[config.mk]
export PLATFORM = sky130hd
export DESIGN_NAME = capm_top
export DESIGN_NICKNAME = d
export VERILOG_FILES = /design/src/rtl/capm_pkg.sv /design/src/rtl/capm_unit_dec.sv /design/src/rtl/capm_table.sv /design/src/rtl/capm_search.sv /design/src/rtl/capm_top.sv
export SDC_FILE = /design/constraint.sdc
export NUM_CORES = 1
export LEC_CHECK = 0
export ABC_CLOCK_PERIOD_IN_PS = 4850
export BUFFER_PORTS_ARGS = -buffer_cell sky130_fd_sc_hd__buf_2
export CAP_MARGIN = 10
export CORE_ASPECT_RATIO = 1.25
export CORE_MARGIN = 10
export CORE_UTILIZATION = 49
export CTS_CLUSTER_SIZE = 24
export DETAILED_ROUTE_END_ITERATION = 12
export GPL_TIMING_DRIVEN = 0
export PLACE_DENSITY = 0.66
export RECOVER_POWER = 50
export SYNTH_ARGS = -nofsm -noshare
export SYNTH_HDL_FRONTEND = slang
export SYNTH_SLANG_ARGS = --single-unit
[constraint.sdc]
create_clock -name clk -period 4.85 [get_ports clk]
set_input_delay 0.97 -clock clk [delete_from_list [all_inputs] [get_ports clk]]
set_output_delay 0.97 -clock clk [all_outputs]
set_load 0.02 [all_outputs]
[src/rtl/capm_pkg.sv]
package capm_pkg;
    localparam int ALG_W    = 8;
    localparam int KSZ_W    = 8;
    localparam int SIZE_W   = 17;
    localparam int UNIT_LOG = 9;
    localparam int MASK_W   = SIZE_W - UNIT_LOG;
    localparam int KLEN_W   = 7;

    localparam logic [ALG_W-1:0] ALG_XTS = '0;
    localparam logic [KSZ_W-1:0] KSZ_256 = KSZ_W'(3);

    typedef struct packed {
        logic [ALG_W-1:0]  alg;
        logic [KSZ_W-1:0]  ksz;
        logic [MASK_W-1:0] units;
    } cap_ent_t;

    function automatic logic [KLEN_W-1:0] key_bytes(input logic [KSZ_W-1:0] code);
        case (code)
            KSZ_W'(1): key_bytes = KLEN_W'(16);
            KSZ_W'(2): key_bytes = KLEN_W'(24);
            KSZ_W'(3): key_bytes = KLEN_W'(32);
            KSZ_W'(4): key_bytes = KLEN_W'(64);
            default:   key_bytes = '0;
        endcase
    endfunction
endpackage

[src/rtl/capm_unit_dec.sv]
module capm_unit_dec
    import capm_pkg::*;
(
    input  logic              clk,
    input  logic              rst,
    input  logic [SIZE_W-1:0] size_i,
    output logic [MASK_W-1:0] mask_o
);
    localparam logic [SIZE_W-1:0] MIN_SIZE = SIZE_W'(1) << UNIT_LOG;

    logic pow2;
    logic legal;

    always_comb begin
        pow2   = (size_i & (size_i - SIZE_W'(1))) == '0;
        legal  = pow2 && (size_i >= MIN_SIZE);
        mask_o = legal ? size_i[SIZE_W-1:UNIT_LOG] : '0;
    end

    // a legal size selects exactly one unit bit, an illegal one none
    p_mask_onehot_r2: assert property (@(posedge clk) disable iff (rst)
        $onehot0(mask_o));
endmodule

[src/rtl/capm_table.sv]
module capm_table
    import capm_pkg::*;
#(
    parameter int DEPTH = 8,
    localparam int IDX_W = (DEPTH > 1) ? $clog2(DEPTH) : 1,
    localparam int CNT_W = $clog2(DEPTH + 1)
) (
    input  logic                   clk,
    input  logic                   rst,
    input  logic                   wr_en,
    input  logic [IDX_W-1:0]       wr_idx,
    input  cap_ent_t               wr_ent,
    input  logic                   cnt_we,
    input  logic [CNT_W-1:0]       cnt_val,
    output cap_ent_t [DEPTH-1:0]   ents_o,
    output logic [CNT_W-1:0]       count_o
);
    typedef struct packed {
        cap_ent_t [DEPTH-1:0] ent;
        logic [CNT_W-1:0]     cnt;
    } tbl_t;

    tbl_t st_d, st_q;

    always_comb begin
        st_d = st_q;
        if (wr_en && (int'(wr_idx) < DEPTH)) begin
            st_d.ent[wr_idx] = wr_ent;
        end
        if (cnt_we) begin
            st_d.cnt = (int'(cnt_val) > DEPTH) ? CNT_W'(DEPTH) : cnt_val;
        end
    end

    always_ff @(posedge clk) begin
        if (rst) st_q <= '0;
        else     st_q <= st_d;
    end

    assign ents_o  = st_q.ent;
    assign count_o = st_q.cnt;

    // the live count never exceeds the table depth
    p_count_bound_r5: assert property (@(posedge clk) disable iff (rst)
        int'(count_o) <= DEPTH);
endmodule

[src/rtl/capm_search.sv]
module capm_search
    import capm_pkg::*;
#(
    parameter int DEPTH = 8,
    localparam int IDX_W = (DEPTH > 1) ? $clog2(DEPTH) : 1,
    localparam int CNT_W = $clog2(DEPTH + 1)
) (
    input  logic                 clk,
    input  logic                 rst,
    input  cap_ent_t [DEPTH-1:0] ents_i,
    input  logic [CNT_W-1:0]     count_i,
    input  logic                 en_i,
    input  logic [ALG_W-1:0]     alg_i,
    input  logic [KSZ_W-1:0]     ksz_i,
    input  logic [MASK_W-1:0]    mask_i,
    output logic                 hit_o,
    output logic [IDX_W-1:0]     idx_o
);
    logic [DEPTH-1:0] match;

    for (genvar g = 0; g < DEPTH; g++) begin : g_cmp
        assign match[g] = (g < int'(count_i))
                       && (ents_i[g].alg == alg_i)
                       && (ents_i[g].ksz == ksz_i)
                       && ((ents_i[g].units & mask_i) != '0);
    end

    always_comb begin
        idx_o = '0;
        for (int i = DEPTH - 1; i >= 0; i--) begin
            if (match[i]) idx_o = IDX_W'(i);
        end
        hit_o = en_i && (match != '0);
    end

    // a reported entry always lies inside the live range
    p_hit_in_range_r5: assert property (@(posedge clk) disable iff (rst)
        hit_o |-> (int'(idx_o) < int'(count_i)));
    // a reported entry agrees with the request on algorithm and key size
    p_hit_fields_r3: assert property (@(posedge clk) disable iff (rst)
        hit_o |-> (ents_i[idx_o].alg == alg_i) && (ents_i[idx_o].ksz == ksz_i));
endmodule

[src/rtl/capm_top.sv]
module capm_top
    import capm_pkg::*;
#(
    parameter int DEPTH = 8,
    localparam int IDX_W = (DEPTH > 1) ? $clog2(DEPTH) : 1,
    localparam int CNT_W = $clog2(DEPTH + 1)
) (
    input  logic              clk,
    input  logic              rst,
    input  logic              cap_present,
    input  logic              wr_en,
    input  logic [IDX_W-1:0]  wr_idx,
    input  logic [ALG_W-1:0]  wr_alg,
    input  logic [KSZ_W-1:0]  wr_ksz,
    input  logic [MASK_W-1:0] wr_units,
    input  logic              cnt_we,
    input  logic [CNT_W-1:0]  cnt_val,
    input  logic              req_valid,
    input  logic [ALG_W-1:0]  req_alg,
    input  logic [KSZ_W-1:0]  req_ksz,
    input  logic [SIZE_W-1:0] req_size,
    output logic              rsp_valid,
    output logic              rsp_hit,
    output logic [IDX_W-1:0]  rsp_idx,
    output logic [KLEN_W-1:0] rsp_klen
);
    typedef struct packed {
        logic              valid;
        logic              hit;
        logic [IDX_W-1:0]  idx;
        logic [KLEN_W-1:0] klen;
    } rsp_t;

    cap_ent_t [DEPTH-1:0] ents;
    cap_ent_t             wr_ent;
    logic [CNT_W-1:0]     count;
    logic [MASK_W-1:0]    req_mask;
    logic                 mode_ok;
    logic                 srch_hit;
    logic [IDX_W-1:0]     srch_idx;
    rsp_t                 rsp_d, rsp_q;

    assign wr_ent  = '{alg: wr_alg, ksz: wr_ksz, units: wr_units};
    assign mode_ok = cap_present && (req_alg == ALG_XTS) && (req_ksz == KSZ_256);

    capm_table #(.DEPTH(DEPTH)) u_table (
        .clk     (clk),
        .rst     (rst),
        .wr_en   (wr_en),
        .wr_idx  (wr_idx),
        .wr_ent  (wr_ent),
        .cnt_we  (cnt_we),
        .cnt_val (cnt_val),
        .ents_o  (ents),
        .count_o (count)
    );

    capm_unit_dec u_dec (
        .clk    (clk),
        .rst    (rst),
        .size_i (req_size),
        .mask_o (req_mask)
    );

    capm_search #(.DEPTH(DEPTH)) u_search (
        .clk     (clk),
        .rst     (rst),
        .ents_i  (ents),
        .count_i (count),
        .en_i    (mode_ok),
        .alg_i   (req_alg),
        .ksz_i   (req_ksz),
        .mask_i  (req_mask),
        .hit_o   (srch_hit),
        .idx_o   (srch_idx)
    );

    always_comb begin
        rsp_d       = rsp_q;
        rsp_d.valid = req_valid;
        if (req_valid) begin
            rsp_d.hit  = srch_hit;
            rsp_d.idx  = srch_hit ? srch_idx : '0;
            rsp_d.klen = key_bytes(req_ksz);
        end
    end

    always_ff @(posedge clk) begin
        if (rst) rsp_q <= '0;
        else     rsp_q <= rsp_d;
    end

    assign rsp_valid = rsp_q.valid;
    assign rsp_hit   = rsp_q.hit;
    assign rsp_idx   = rsp_q.idx;
    assign rsp_klen  = rsp_q.klen;

    // a response strobe follows every request, and only requests
    p_rsp_follows_req_r9: assert property (@(posedge clk) disable iff (rst)
        req_valid |=> rsp_valid);
    p_rsp_single_r9: assert property (@(posedge clk) disable iff (rst)
        !req_valid |=> !rsp_valid);
    p_rsp_hold_r9: assert property (@(posedge clk) disable iff (rst)
        !req_valid |=> $stable(rsp_hit) && $stable(rsp_idx) && $stable(rsp_klen));
    // no hit is reported without crypto support
    p_hit_needs_cap_r6: assert property (@(posedge clk) disable iff (rst)
        (rsp_valid && rsp_hit) |-> $past(cap_present));
    // hits come only from the single searchable mode
    p_hit_mode_r7: assert property (@(posedge clk) disable iff (rst)
        (rsp_valid && rsp_hit) |-> ($past(req_alg) == ALG_XTS) && ($past(req_ksz) == KSZ_256));
endmodule

==> qor.yml <==
status:
  status: "completed"
global_routing:
  grt_first_pass_wirelength_um: 46500
  grt_util_met2_pct: 39.0
  globalRouteMet1Util_pct: 30.8
  grt_pass1_vias: 8015
  grt.total_usage_pct: 23.6
  grt_antenna_before_repair: 0
  top_usage_layer: "met2"
  grt_max_degree: 15
  grt_overflow: 0
  grtUsageMet3_pct: 2.90
placement:
  hpwl_um: 21700
  portBuffers: 36
  pre_cts_ws_ps: 1640
  place_congestion: 0.908
  place_area_mm2: 0.00992
  dpl.cell_count: 1489
sta:
  finalHoldViolations: 0
  fin_skew_ps: 8.75
  post-route-period-util_pct: 63.8
  max_slew_margin_pct: 33.2
  worst_slew_pin_slew_ps: 1000
  fin_hold_ws_ps: 452
  rsz0062_at_grt: "false"
  fin_ws_ps: 1760
  setup_viol: 0
  final_max_slew_viol_count: 0
  setup-tns-final_ps: 0
  fmax_mhz: 323
  layout_min_cycle_time_ps: 3090
drt:
  drtIter0Drc: 799
  avgRoutedWirePerCell_um: 20.0
  drcViolationCount: 0
  drt-total-wl_um: 30500
  drt-vias-per-instance: 5.60
  num_vias: 8564
  dr.pass1.iters: 5
  ant_nets: 0
clocking:
  post_cts_buffers: 0
  clkSinkCount: 205
  cts_tree: "done"
  ctsHoldBuffers: 0
  cts_resized: 0
  clkLatencyLatePin_ps: 510
  cts_max_path_buffers: 3
  path_clk_slew_ps: 60
  root_buffer: "clkbuf_16"
  numCtsBuffers: 22
  cts_max_level: 1
worst_setup_path:
  cp-end-kind: "flip-flop"
  critPathLaunch: "req_ksz[6]"
  cp_max_fo: 9
  criticalPathCategory: "in -> reg"
  required_ps: 5240
  cp.arrival_ps: 3490
  worstReg2RegStart: "u_table.ents_o[39]"
  regToRegSetupSlack_ps: 2540
  setup.worst_path.start_class: "primary input"
  reg2reg_depth: 8
  endpoint: "rsp_idx[1]"
  reg2reg_to: "rsp_hit"
floorplan:
  fp-row-count: 56
  dieArea_mm2: 0.0253
  die_w_um: 144
  ios: 82
  coreArea_mm2: 0.0188
  initial_utilization_pct: 50.1
  die_y_um: 175
job:
  cap_violations: 0
logic_synthesis:
  synth_seq_area_share_pct: 43.4
  yosysMostFrequentCell: "nand2_1"
  syn_inst: 1219
  synth_warnings: 0
  yosys.area.top_type: "dfxtp_1"
  ys_ff_latch: 205
  yosys.area.top_type_share_pct: 43.4
  async_flop_share_pct: 0
  synth_edf_count: 0
  synth_cell_type_count: 48
  ys_top_cells_by_count: "nand2_1, dfxtp_1, a21oi_1, xnor2_1, clkbuf_1"
  syn_area_mm2: 0.00945
  syn_area_per_cell_um2: 7.75
  synth.top_cells.by_area: "dfxtp_1, nand2_1, a21oi_1"
  synth_ff_type: "dfxtp_1"
finish:
  area_growth_pct: 14.1
  fin_nets: 1351
  finish.utilization_pct: 57.2
  antenna_cells: 0
  drive_gt1_share_pct: 9.41
  design_area_mm2: 0.0108
  fin_cells: 1529
power:
  power_density_mw_per_mm2: 383
  power.total_mw: 4.12
  peakVddDrop_v: 0.000301
  p_leak_nw: 3.70
hold_path:
  hold_class: "reg -> reg"
-- worst max-delay path, stage by stage --
cell       delay, ps
clkbuf_1         720
xnor2_1          200
nand4_1          170
a2111oi_0        670
nand3_1          230
nand2_1          190
nor2_1            60
o21ai_0          170
o21ai_1           80
-- report_power, final --
part	switching, mW	internal [mW]
Sequential	0.0228	1.72
Clock	0.709	1.31
Combinational	0.246	0.115
-- registers in the layout, summed over array words and instances, names as in the netlist --
register and cells:
rsp_valid 1, rsp_hit 1, u_table.ents_o 192, u_table.count_o 4
rsp_klen 4, rsp_idx 3
-- cells in the final DEF (no fill, tap or decap), types with 3 or more instances in the layout --
cell type / n
conb_1: 3
a21oi_1: 201
nand2b_1: 11
nand3b_1: 3
nand2_1: 396
clkbuf_2: 25
nor4_1: 18
or4_1: 3
clkbuf_1: 75
nor2_1: 17
buf_2: 38
nor3_1: 10
bufinv_16: 7
nor2b_1: 4
buf_4: 5
clkbuf_8: 5
buf_6: 4
clkbuf_16: 23
xnor2_1: 79
a22oi_1: 32
dfxtp_1: 205
nand4_1: 31
xor2_1: 49
mux2i_1: 4
nand3_1: 13
o21ai_0: 3
-- cell families after synthesis --
family / synth area share [%]
AOI/OAI and AO/OA: 14.5
adders and majority gates: 0.106
muxes: 0.424
and+or+nand+nor: 23.7
xor gates and xnor gates: 12.2
buffers and inverters: 5.54
other: 0.0397
DFF: 43.4
-- per-layer routing --
metal  vias up  routed length, µm
li1       4150                  -
met1      4076              13100
met2       272              14600
met3        66               1750
met4         0               1040
met5         -                  0
-- worst min-delay path by stage --
| stage | from | to | slack, ps | cells past startpoint |
|---|---|---|---|---|
| final | u_table.ents_o[101] | u_table.ents_o[101] | 450 | 2 |
| after global placement | rsp_idx[0] | rsp_idx[0] | 440 | 2 |
| after detailed placement | rsp_idx[0] | rsp_idx[0] | 440 | 2 |
| after global routing | u_table.ents_o[101] | u_table.ents_o[101] | 470 | 2 |
| after CTS | u_table.ents_o[101] | u_table.ents_o[101] | 450 | 2 |
| after floorplan | u_table.ents_o[100] | u_table.ents_o[100] | 440 | 2 |
-- area by class of cell --
cell class / count / area [µm²]
repair buffers: 36 / 169
inverters: 1 / 3.75
well taps: 232 / 290
multi-input cells: 905 / 4810
clock buffers: 30 / 652
clock inverters: 10 / 228
plain buffers: 110 / 518
fillers: 1776 / 8070
flip-flops and latches: 205 / 4100
Power figures use the tool's default switching activity.
